**src/rtl/scl_rate_pkg.sv**
```systemverilog
package scl_rate_pkg;
  // Field widths of the baud word and sub-phases per SCL period.
  localparam int unsigned LIN_FIELD_W    = 4;
  localparam int unsigned EXP_FIELD_W    = 3;
  localparam int unsigned SUBTICKS_PER_SCL = 10;
endpackage

```
**src/rtl/scl_baud_reg.sv**
```systemverilog
module scl_baud_reg #(
  parameter int unsigned M_W = 4,
  parameter int unsigned N_W = 3
) (
  input  logic               clk,
  input  logic               rst_n,
  input  logic               wr_en,
  input  logic [M_W+N_W-1:0] wr_data,
  output logic [M_W-1:0]     lin_sel,
  output logic [N_W-1:0]     exp_sel
);
  localparam int unsigned BW = M_W + N_W;

  logic [BW-1:0] baud_q, baud_d;

  always_comb begin
    baud_d = baud_q;
    if (wr_en) baud_d = wr_data;
  end

  always_ff @(posedge clk or negedge rst_n) begin
    if (!rst_n) baud_q <= '0;
    else        baud_q <= baud_d;
  end

  // Linear field sits above the exponent field.
  assign lin_sel = baud_q[BW-1:N_W];
  assign exp_sel = baud_q[N_W-1:0];

  // the stored word only moves on a write.
  assert_hold_without_write_R4: assert property (@(posedge clk) disable iff (!rst_n)
    !wr_en |=> $stable(baud_q));
endmodule

```
**src/rtl/scl_lin_div.sv**
```systemverilog
module scl_lin_div #(
  parameter int unsigned W = 4
) (
  input  logic         clk,
  input  logic         rst_n,
  input  logic         clear,
  input  logic [W-1:0] limit,
  output logic         wrap
);
  logic [W-1:0] cnt_q, cnt_d;

  assign wrap = !clear && (cnt_q == limit);

  always_comb begin
    cnt_d = cnt_q + 1'b1;
    if (clear || wrap) cnt_d = '0;
  end

  always_ff @(posedge clk or negedge rst_n) begin
    if (!rst_n) cnt_q <= '0;
    else        cnt_q <= cnt_d;
  end

  // the linear stage never counts beyond M.
  assert_lin_in_range_R2: assert property (@(posedge clk) disable iff (!rst_n)
    cnt_q <= limit);
endmodule

```
**src/rtl/scl_pow_div.sv**
```systemverilog
module scl_pow_div #(
  parameter int unsigned N_W = 3
) (
  input  logic           clk,
  input  logic           rst_n,
  input  logic           clear,
  input  logic           step,
  input  logic [N_W-1:0] exp_sel,
  output logic           wrap
);
  // The widest ratio 2^(2^N_W) needs 2^N_W counter bits.
  localparam int unsigned POW_W = 1 << N_W;

  logic [POW_W-1:0] cnt_q, cnt_d;
  logic [N_W:0]     shamt;
  logic [POW_W-1:0] live_mask;

  // Bits 0..N of the counter are live; the count ends when all are set.
  assign shamt     = {1'b0, exp_sel} + {{N_W{1'b0}}, 1'b1};
  assign live_mask = ~({POW_W{1'b1}} << shamt);
  assign wrap      = !clear && step && (&(cnt_q | ~live_mask));

  always_comb begin
    cnt_d = cnt_q;
    if (clear || wrap) cnt_d = '0;
    else if (step)     cnt_d = cnt_q + 1'b1;
  end

  always_ff @(posedge clk or negedge rst_n) begin
    if (!rst_n) cnt_q <= '0;
    else        cnt_q <= cnt_d;
  end

  // no counter bit above position N is ever set.
  assert_pow_in_range_R3: assert property (@(posedge clk) disable iff (!rst_n)
    (cnt_q & ~live_mask) == '0);
endmodule

```
**src/rtl/scl_phase_seq.sv**
```systemverilog
module scl_phase_seq #(
  parameter int unsigned PHASES = 10
) (
  input  logic                      clk,
  input  logic                      rst_n,
  input  logic                      clear,
  input  logic                      adv,
  output logic                      tick_o,
  output logic [$clog2(PHASES)-1:0] phase_o,
  output logic                      end_o
);
  localparam int unsigned PH_W = $clog2(PHASES);
  localparam logic [PH_W-1:0] PH_LAST = PH_W'(PHASES - 1);

  logic            tick_q, tick_d;
  logic            end_q, end_d;
  logic [PH_W-1:0] ph_q, ph_d;
  logic            at_last;

  assign at_last = (ph_q == PH_LAST);

  always_comb begin
    tick_d = 1'b0;
    end_d  = 1'b0;
    ph_d   = ph_q;
    if (clear) begin
      ph_d = '0;
    end else if (adv) begin
      tick_d = 1'b1;
      end_d  = at_last;
      ph_d   = at_last ? '0 : ph_q + 1'b1;
    end
  end

  always_ff @(posedge clk or negedge rst_n) begin
    if (!rst_n) begin
      tick_q <= 1'b0;
      end_q  <= 1'b0;
      ph_q   <= '0;
    end else begin
      tick_q <= tick_d;
      end_q  <= end_d;
      ph_q   <= ph_d;
    end
  end

  assign tick_o  = tick_q;
  assign phase_o = ph_q;
  assign end_o   = end_q;

  // the smallest ratio is 2, so a tick never lasts two cycles.
  assert_single_cycle_tick_R1: assert property (@(posedge clk) disable iff (!rst_n)
    tick_q |=> !tick_q);
  // the sub-phase index stays within one SCL period.
  assert_phase_range_R6: assert property (@(posedge clk) disable iff (!rst_n)
    ph_q <= PH_LAST);
  // the period flag only comes with a tick that wrapped the index.
  assert_end_with_tick_R7: assert property (@(posedge clk) disable iff (!rst_n)
    end_q |-> (tick_q && ph_q == '0));
endmodule

```
**src/rtl/scl_rate_gen.sv**
```systemverilog
module scl_rate_gen
  import scl_rate_pkg::*;
#(
  parameter int unsigned M_W    = LIN_FIELD_W,
  parameter int unsigned N_W    = EXP_FIELD_W,
  parameter int unsigned PHASES = SUBTICKS_PER_SCL
) (
  input  logic                      clk,
  input  logic                      rst_n,
  input  logic                      core_en,
  input  logic                      baud_we,
  input  logic [M_W+N_W-1:0]        baud_wdata,
  output logic                      tick,
  output logic [$clog2(PHASES)-1:0] phase,
  output logic                      period_end
);
  logic [M_W-1:0] lin_sel;
  logic [N_W-1:0] exp_sel;
  logic           restart;
  logic           lin_wrap;
  logic           pow_wrap;

  // Any write or a low enable restarts the whole chain.
  assign restart = baud_we || !core_en;

  scl_baud_reg #(.M_W(M_W), .N_W(N_W)) u_baud (
    .clk     (clk),
    .rst_n   (rst_n),
    .wr_en   (baud_we),
    .wr_data (baud_wdata),
    .lin_sel (lin_sel),
    .exp_sel (exp_sel)
  );

  scl_lin_div #(.W(M_W)) u_lin (
    .clk   (clk),
    .rst_n (rst_n),
    .clear (restart),
    .limit (lin_sel),
    .wrap  (lin_wrap)
  );

  scl_pow_div #(.N_W(N_W)) u_pow (
    .clk     (clk),
    .rst_n   (rst_n),
    .clear   (restart),
    .step    (lin_wrap),
    .exp_sel (exp_sel),
    .wrap    (pow_wrap)
  );

  scl_phase_seq #(.PHASES(PHASES)) u_seq (
    .clk     (clk),
    .rst_n   (rst_n),
    .clear   (restart),
    .adv     (pow_wrap),
    .tick_o  (tick),
    .phase_o (phase),
    .end_o   (period_end)
  );

  // a low enable silences the outputs on the next cycle.
  assert_quiet_when_disabled_R5: assert property (@(posedge clk) disable iff (!rst_n)
    !core_en |=> (!tick && !period_end && phase == '0));
  // a write restarts the sequence from sub-phase zero.
  assert_write_restarts_R4: assert property (@(posedge clk) disable iff (!rst_n)
    baud_we |=> (!tick && phase == '0));
endmodule

```
**config.mk**
```make
export PLATFORM = sky130hd
export DESIGN_NAME = scl_rate_gen
export DESIGN_NICKNAME = d
export VERILOG_FILES = /design/src/rtl/scl_rate_pkg.sv /design/src/rtl/scl_baud_reg.sv /design/src/rtl/scl_lin_div.sv /design/src/rtl/scl_pow_div.sv /design/src/rtl/scl_phase_seq.sv /design/src/rtl/scl_rate_gen.sv
export SDC_FILE = /design/constraint.sdc
export NUM_CORES = 1
export LEC_CHECK = 0
export BUFFER_PORTS_ARGS = -buffer_cell sky130_fd_sc_hd__buf_2
export CAP_MARGIN = 5
export CORE_ASPECT_RATIO = 1.75
export CORE_UTILIZATION = 40
export CTS_BUF_LIST = sky130_fd_sc_hd__clkbuf_2
export DETAILED_ROUTE_END_ITERATION = 6
export PLACE_DENSITY = 0.6
export SLEW_MARGIN = 0
export SYNTH_ARGS = -nofsm -noshare
export SYNTH_HDL_FRONTEND = slang
export SYNTH_HIERARCHICAL = 1
export SYNTH_SLANG_ARGS = --single-unit
export TNS_END_PERCENT = 30
```
**constraint.sdc**
```tcl
create_clock -name clk -period 5.4 [get_ports clk]
set_clock_uncertainty 0.2 [all_clocks]
set_input_delay 0.54 -clock clk [delete_from_list [all_inputs] [get_ports clk]]
set_output_delay 0.54 -clock clk [all_outputs]
set_load 0.02 [all_outputs]
```
# Word level (Yosys, flattened, before mapping)
# Index checks and enable logic that the tools add are counted.
[totals] ff_bits=25 wordCells=37 output_inout_bits=6 inputBits=11
[classes] reduce_logical=11 shift=1 eq_ne=2 add_sub_neg=4 mux=10 bitwise=3
[op_table] op="4-bit 2-to-1 mux" n=4
[op_table] op="8-bit 2-to-1 mux" n=2
[op_table] op="8-bit inverter" n=2
[op_table] op="4-bit by 1-bit adder with 4-bit output (second input constant)" n=2
[op_table] op="8-bit by 1-bit adder with 8-bit output (second input constant)" n=1
[op_table] op="8-bit bitwise OR" n=1
[op_table] op="8-bit AND reduction" n=1
[op_table] op="8-bit by 4-bit left shift with 8-bit output (first input constant)" n=1
[op_table] op="3-bit by 1-bit adder with 4-bit output (second input constant)" n=1
[op_table] op="4-bit == test" n=1
[op_table] op="4-bit == test (second input constant)" n=1
[op_table] op="1-bit 2-to-1 mux" n=4
[op_table] op="2-bit nonzero test" n=2
[op_table] op="1-bit logical AND" n=3
[op_table] op="1-bit logical OR" n=3
[op_table] op="1-bit logical NOT" n=2

# Longest topological paths before layout
# Gate-level depths: netlist of the first run.
[depth] ltp_word=9 depth_mapped=10 ltp_nobuf=9

# Modules after synthesis
# Netlist of the first run, hierarchy kept.
[modules_own_cells] mod="scl_pow_div" seq_area_each_um2=200.2 area_per_inst_um2=506.7 n_inst=1 cells_per_inst=51
[modules_own_cells] mod="scl_phase_seq" seq_area_each_um2=150.1 area_per_inst_um2=302.8 n_inst=1 cells_per_inst=28
[modules_own_cells] mod="scl_baud_reg" seq_area_each_um2=175.2 area_per_inst_um2=291.5 n_inst=1 cells_per_inst=15
[modules_own_cells] mod="scl_lin_div" seq_area_each_um2=100.1 area_per_inst_um2=222.7 n_inst=1 cells_per_inst=18
[modules_own_cells] mod="scl_rate_gen" seq_area_each_um2=0.0 area_per_inst_um2=6.3 n_inst=1 cells_per_inst=1

# Worst setup path after synthesis of the first run
# OpenSTA, ideal clock, no wires.
[synth_timing] path_kind="reg-to-reg" start="reg u_lin.cnt_q[1]" end="reg u_seq.ph_q[2] (netlist: u_seq/phase_o[2])" stages_incl_launch_ff=11 arrival_ps=2622 n_path_buf=1 setup_time_ps=77 setup_slack_ps=2501 path_cell_list="dfrtp_1 xor2_1 nor4_4 and2b_2 clkbuf_2 nor2b_1 o2111ai_1 nor4_4 nand2_1 or3b_1 a21oi_2"
[synth_between] elab_chain_cells=5
[synth_lines] item="from (decl)" line="scl_lin_div.sv:10" text="logic [W-1:0] cnt_q, cnt_d;"
[synth_lines] item="from (signal assigned)" line="scl_lin_div.sv:21" text="else cnt_q <= cnt_d;"
[synth_lines] item="4-bit == test" line="scl_lin_div.sv:12" text="assign wrap = !clear && (cnt_q == limit);"
[synth_lines] item="1-bit logical AND" line="scl_lin_div.sv:12"
[synth_lines] item="via lin_wrap" line="scl_rate_gen.sv:20" text="logic lin_wrap;"
[synth_lines] item="1-bit logical AND (2 in series)" line="scl_pow_div.sv:21" text="assign wrap = !clear && step && (&(cnt_q | ~live_mask));"
[synth_lines] item="via pow_wrap" line="scl_rate_gen.sv:21" text="logic pow_wrap;"
[synth_lines] item="2-bit nonzero test (no line)"
[synth_lines] item="to (signal assigned)" line="scl_phase_seq.sv:43" text="ph_q <= ph_d;"
[synth_lines] item="to (decl)" line="scl_phase_seq.sv:17" text="logic [PH_W-1:0] ph_q, ph_d;"
# The timed path passes the listed nets, and every way through them passes these cells.
# A chain may end at the register's enable or synchronous reset.

# Worst setup path in the final report of the first run
[layout_timing] start="reg u_baud.baud_q[4]" end="reg u_seq.ph_q[2] (netlist: u_seq/phase_o[2])"
[layout_between] elab_chain_cells=5
[layout_lines] item="from (decl)" line="scl_baud_reg.sv:14" text="logic [BW-1:0] baud_q, baud_d;"
[layout_lines] item="from (signal assigned)" line="scl_baud_reg.sv:23" text="else baud_q <= baud_d;"
[layout_lines] item="4-bit == test" line="scl_lin_div.sv:12"
[layout_lines] item="1-bit logical AND" line="scl_lin_div.sv:12"
[layout_lines] item="via lin_wrap" line="scl_rate_gen.sv:20"
[layout_lines] item="1-bit logical AND (2 in series)" line="scl_pow_div.sv:21"
[layout_lines] item="via pow_wrap" line="scl_rate_gen.sv:21"
[layout_lines] item="2-bit nonzero test (no line)"
# The timed path passes the listed nets, and every way through them passes these cells.

==> flow_summary.toml, run 1 <==
[floorplan]
effective_utilization_at_floorplan_pct = 42.3
die_w_um = 45.6
fp.dieH_um = 78.3
design.die.area_um2 = 3570
ioPinCount = 17
placement_rows = 27
fp.coreArea_um2 = 3140

[placement]
gp_routability_congestion = 0.755
port_buffers = 16
place_worst_setup_slack_ps = 1780
hpwl_mm = 1.67

[status]
status = "finished clean"

[synthesis]
number_of_synthesized_flops_with_an_enable_pin = 0
seq_area_frac_synth_pct = 47.0
synth_async_sr_flop_share_pct = 100
netlist.top_cell.by_area = "dfrtp_1"
synth.yosys.warnings = 6
netlist_instances = 113
postSynthRegisterBits = 25
mappedNetlistArea_um2 = 1330
synth.lib_cells_used.distinct = 34
yosys-top-cells-area = "dfrtp_1 47%, mux2_4 7.9%, ha_1 5.6%"
synth.avg_cell_area_um2 = 11.8
synth_largest_type_area_fraction_pct = 47.0
syn_nets = 130
synth_ff_type = "dfrtp_1"

[routing]
totalWireLength_mm = 2.31
postRouteAntennaNets = 0
dr_total_vias = 880
routedWlPerCell_um = 13.3
detailedRoute.firstPassIterationCount = 4
dr.first_iter.drc_count = 10
via_per_inst = 5.06
remaining_drc_errors = 0

[timing]
finalMaxSlewViolations = 0
totalNegativeSetupSlack_ps = 0
finalCritPeriodShare_pct = 59.4
setup_viol = 0
fmax_ghz = 0.312
timing.slew.headroom_pct = 50.8
grt_setup_unrepaired = "no"
tightest_slew_ps = 733
period_minus_slack_ps = 3210
finalHoldViolations = 0
setup_slack_ps = 2190

[global_routing]
antenna_found_initial = 0
grt_max_degree = 26
first_global_vias = 936
wire_length_of_the_first_global_routing_pass_mm = 4.20
overflow = 0
track_usage_pct = 15.6

[setup_path]
regToRegEndpoint = "u_seq/phase_o[2]"
setup.worst_path.end_class = "flip-flop"
critical_path.max_fanout = 16
timing.reg2reg.worst_path_depth = 9
cp-start-kind = "flip-flop"
crit_required_ps = 5490
regToRegSetupSlack_ps = 2190
timing.setup.critical_path_class = "reg -> reg"
rr_startpoint = "u_baud/baud_q[4]"
timing.critical_path.arrival_ps = 3290

[final_layout]
drive_gt1_share_pct = 25.2
layout_net_count = 149
layout.cells.most_common_list = "25 x dfrtp_1, 16 x buf_2, 11 x nor3_1, 8 x xor2_1, 7 x mux2_4"
area_growth_syn_to_layout_pct = 10.3
most_common_cell_after_layout_fill_and_taps_aside = "dfrtp_1"
insertedDiodeCount = 0

[pwr]
power_density_nw_per_um2 = 214
irDropWorstVdd_mv = 0.121
power.leakage_nw = 0.663

[clock_tree]
htree_num_levels = 1
tritoncts.num_buffers = 3
clock_tree.root_cell = "clkbuf_2"
post_cts.repair.setup_buffers = 0
worst_skew_pair.late_latency_ps = 340
max-clock-path-buffers = 2
tritoncts_num_sinks = 25
cts_tree = "yes"
cts.reportedPaths.clkPinSlew_ps = 230

[hold_path]
hold_path_startpoint = "baud_wdata[6]"
worst_min_delay_path_endpoint = "u_baud/baud_q[6]"
holdPathStages = 2
worst_hold_path_type = "in -> reg"

[job]
max_cap_violations = 0
cell usage after synthesis, types with 2 or more instances:
master,count
ha_1,6
xnor2_1,4
inv_1,2
a31oi_1,3
nor2_1,2
nor4_4,2
nand2b_1,5
nand2_1,6
nand3_1,2
a21boi_0,2
nand3b_1,3
nand4_1,2
nor3_1,11
dfrtp_1,25
xor2_1,8
mux2_4,7
nor2b_1,2
o21ai_0,2
a21oi_1,4
metrics by stage:
step | power [mW] | cells | util [%] | hold slack [ps] | area [um2]
after floorplan | 0.233 | 113 | - | 44.4 | 1330
after global placement | 0.243 | 169 | 45.6 | 312 | 1430
after detailed placement | 0.244 | 169 | 45.6 | 318 | 1430
after CTS | 0.319 | 174 | 46.7 | 174 | 1470
after global routing | 0.332 | 174 | 46.7 | 147 | 1470
final | 0.314 | 174 | 46.7 | 210 | 1470
worst max-delay path by stage:
stage	start	endpoint	slack, ps	cells after the start
global placement	baud_we	u_seq/phase_o[2]	1920	9
CTS	u_baud/baud_q[4]	u_seq/phase_o[2]	2140	9
detailed placement	baud_we	u_seq/phase_o[2]	1780	9
floorplan	u_lin/cnt_q[1]	u_seq/phase_o[2]	2500	10
global route	u_lin/cnt_q[0]	u_seq/phase_o[2]	1870	9
finish	u_baud/baud_q[4]	u_seq/phase_o[2]	2190	9
kinds of logic (layout without fill, tap and decap cells):
kind of cell	after synthesis	after routing	synth area share (%)
buffers and inverters	5	23	2.82
XOR/XNOR	12	12	7.90
flip-flops	25	25	47.0
AO/OA/AOI/OAI	14	14	6.68
adder cells (fa/ha/maj)	6	6	5.64
AND/OR/NAND/NOR	43	43	21.3
multiplexers	8	8	8.65
state kept, by name, indices dropped and copies added (netlist names):
| name | cells |
|---|---|
| u_seq/phase_o | 4 |
| u_lin/cnt_q | 4 |
| u_seq/end_o | 1 |
| u_baud/baud_q | 7 |
| u_seq/tick_o | 1 |
| u_pow/cnt_q | 8 |
cell type report:
class	instances	area (um2)
Fill cell	326	1680
Inverter	2	7.51
Clock inverter	1	7.51
Clock buffer	3	15.0
Timing Repair Buffer	17	90.1
Tap cell	43	53.8
Multi-Input combinational cell	83	667
Sequential cell	25	626
critical path: stages (launching register included):
cell	delay (ps)
dfrtp_1	450
xor2_1	190
nor4_4	400
and2b_2	270
nor2b_1	140
o2111ai_1	180
nor4_4	660
nand2_1	150
or3b_1	400
a21oi_2	120
repair_timing:
| item | CTS | global route |
|---|---|---|
| hold endpoints to repair | 25 | 0 |
| resized for setup | 0 | 0 |
| hold buffers | 1 | 0 |
report_power, final:
group | total, mW | internal (mW) | leakage (nW) | switching, mW
combinational | 0.0400 | 0.0196 | 0.318 | 0.0204
clock | 0.0723 | 0.0172 | 0.0126 | 0.0551
sequential | 0.201 | 0.194 | 0.332 | 0.00755
metal layers:
metal,track usage (%),vias up,part of all wire [%]
met2,24.0,30,51
met5,0,-,0
met1,21.1,414,45
met3,2.76,2,3.9
met4,6.36,0,0.78
li1,-,434,-
No activity file was read; power rests on OpenSTA's default activity.
==> run 2: changes to the inputs <==
- PLACE_DENSITY: 0.6 -> 0.62
- clock period: 5.4 -> 2.91 ns (I/O delays scaled with it)
==> run 2 against run 1 <==
Compared with the run above: critical path depth unchanged; utilization up 2.9 points; cell count increased by 5.7%; critical path type unchanged; first-iteration DRC count grew 50%; routed wire length increased by 5.7%; maximum frequency up 22%; die area unchanged; sequential power increased by 86%; largest cell class unchanged; highest routed layer unchanged.
==> flow_summary.toml, run 2 (synthesized netlist as in run 1, its figures left out) <==
[final_layout]
layout_net_count = 159
registers.top_by_ff_count = "u_pow/cnt_q"
insertedDiodeCount = 0
final-instance-count-excl-fill = 184
area_growth_syn_to_layout_pct = 17.0
biggestRegsByFlops = "u_pow/cnt_q: 8 flops, u_baud/baud_q: 7 flops"
stdcell_area_um2 = 1560
most_common_cell_after_layout_fill_and_taps_aside = "dfrtp_1"
drive_gt1_share_pct = 25.5
layout.cells.most_common_list = "25 x dfrtp_1, 16 x buf_2, 11 x nor3_1, 8 x dlygate4sd3_1, 8 x xor2_1"
largest_register_ffs = 8

[timing]
totalNegativeSetupSlack_ps = 0
setup_viol = 0
finalCritPeriodShare_pct = 90.5
finalMaxSlewViolations = 0
fmax_ghz = 0.380
tightest_slew_ps = 548
setup_slack_ps = 275
grt_setup_unrepaired = "no"
period_minus_slack_ps = 2630
timing.slew.headroom_pct = 63.5
finalHoldViolations = 0

[placement]
gp_routability_congestion = 0.735
dp.cells = 172
port_buffers = 16
place_worst_setup_slack_ps = 209
dpl_cell_area_um2 = 1460
hpwl_mm = 1.76

[setup_path]
crit_path_top_delay_cell = "dfrtp_1"
path_common_cell = "nor4_4"
timing.setup.critical_path_class = "reg -> reg"
cp-start-kind = "flip-flop"
setup.worst_path.end_class = "flip-flop"
critical_path.cell_chain = "xor2_1, nor4_4, and2b_2, nor2b_1, o2111ai_1, nor4_4, nand2_1, or3b_1, a21oi_2"
critPathMaxStageDelay_ps = 470
crit_required_ps = 3020
timing.critical_path.arrival_ps = 2740
critical_path.max_fanout = 6

[clock_tree]
tritoncts_num_sinks = 25
worst_skew_pair.late_latency_ps = 350
post_cts.repair.setup_buffers = 0
max-clock-path-buffers = 2
htree_num_levels = 1
cts.reportedPaths.clkPinSlew_ps = 240
clock_tree.root_cell = "clkbuf_2"
cts_tree = "yes"
tritoncts.num_buffers = 3

[floorplan]
design.die.area_um2 = 3570
effective_utilization_at_floorplan_pct = 42.3
die_w_um = 45.6
ioPinCount = 17
fp.dieH_um = 78.3
fp.coreArea_um2 = 3140
placement_rows = 27

[routing]
dr.first_iter.drc_count = 15
via_per_inst = 5.06
detailedRoute.firstPassIterationCount = 3
postRouteAntennaNets = 0
dr_total_vias = 931
totalWireLength_mm = 2.44
remaining_drc_errors = 0
routedWlPerCell_um = 13.3

[global_routing]
antenna_found_initial = 0
overflow = 0
wire_length_of_the_first_global_routing_pass_mm = 4.28
track_usage_pct = 16.2
grt_max_degree = 26
first_global_vias = 965

[pwr]
power.leakage_nw = 0.711
internal-power_mw = 0.435
swShare_pct = 27.0
portion_of_total_power_attributed_to_sequential_cells_pct = 62.6
power.share.clock_pct = 23.2
irDropWorstVdd_mv = 0.231
power.net_switching_mw = 0.161
power.combinational.fraction_pct = 14.2
power_density_nw_per_um2 = 383

[job]
max_cap_violations = 0

[hold_path]
worst_hold_path_type = "in -> reg"

[status]
status = "finished clean"
run 2: power by group through the flow:
stage          registers, mW  clock network (mW)  logic, mW
2_1_floorplan          0.375                   0     0.0566
3_3_place_gp           0.378                   0     0.0757
3_5_place_dp           0.379                   0     0.0767
4_1_cts                0.373               0.141     0.0856
5_1_grt                0.375               0.157     0.0939
6_report               0.373               0.138     0.0847
run 2: area by class of cell:
cell class / count / area, um2
flip-flops and latches: 25 / 626
inverters: 2 / 7.51
repair buffers: 27 / 183
fillers: 293 / 1590
multi-input cells: 83 / 667
well taps: 43 / 53.8
clock buffers: 3 / 15.0
clock inverters: 1 / 5.00
run 2: worst paths after layout:
check / start / end / slack, ps / depth (start not counted)
min: baud_we / u_baud/baud_q[0] / 160 / 2
max: u_lin/cnt_q[0] / u_seq/phase_o[2] / 280 / 9
min reg2reg: u_lin/cnt_q[0] / u_lin/cnt_q[0] / 350 / 1
max in group asynchronous: rst_n / u_pow/cnt_q[1] / 1940 / 2
min in group asynchronous: rst_n / u_baud/baud_q[0] / 210 / 2
max reg2reg: u_lin/cnt_q[0] / u_seq/phase_o[2] / 280 / 9
run 2: metrics by stage:
stage	hold slack, ps	power, mW	utilization, %
global placement	110	0.454	46.4
global route	117	0.626	49.5
CTS	148	0.600	49.5
finish	157	0.596	49.5
detailed placement	117	0.456	46.4
floorplan	-205	0.432	-
run 2: what timing repair did:
| item | in CTS | in global routing |
|---|---|---|
| endpoints found under the hold margin | 32 | 0 |
| setup endpoints to repair | 0 | 1 |
| gates resized for setup | 0 | 0 |
| hold buffers | 8 | 0 |
run 2: critical path, delay by kind of cell, from the launching register on:
kind                      cells  cell delay (ps)
and+or+nand+nor               6             1440
DFF                           1              470
AOI/OAI and AO/OA             2              310
xor gates and xnor gates      1              180
run 2: routing by layer:
metal / track usage, % / vias to the layer above / wire length [um]
met1: 20.3 / 455 / 1080
li1: - / 455 / -
met5: 0 / - / 0
met3: 1.61 / 6 / 48
met4: 7.58 / 0 / 65
met2: 26.6 / 15 / 1250
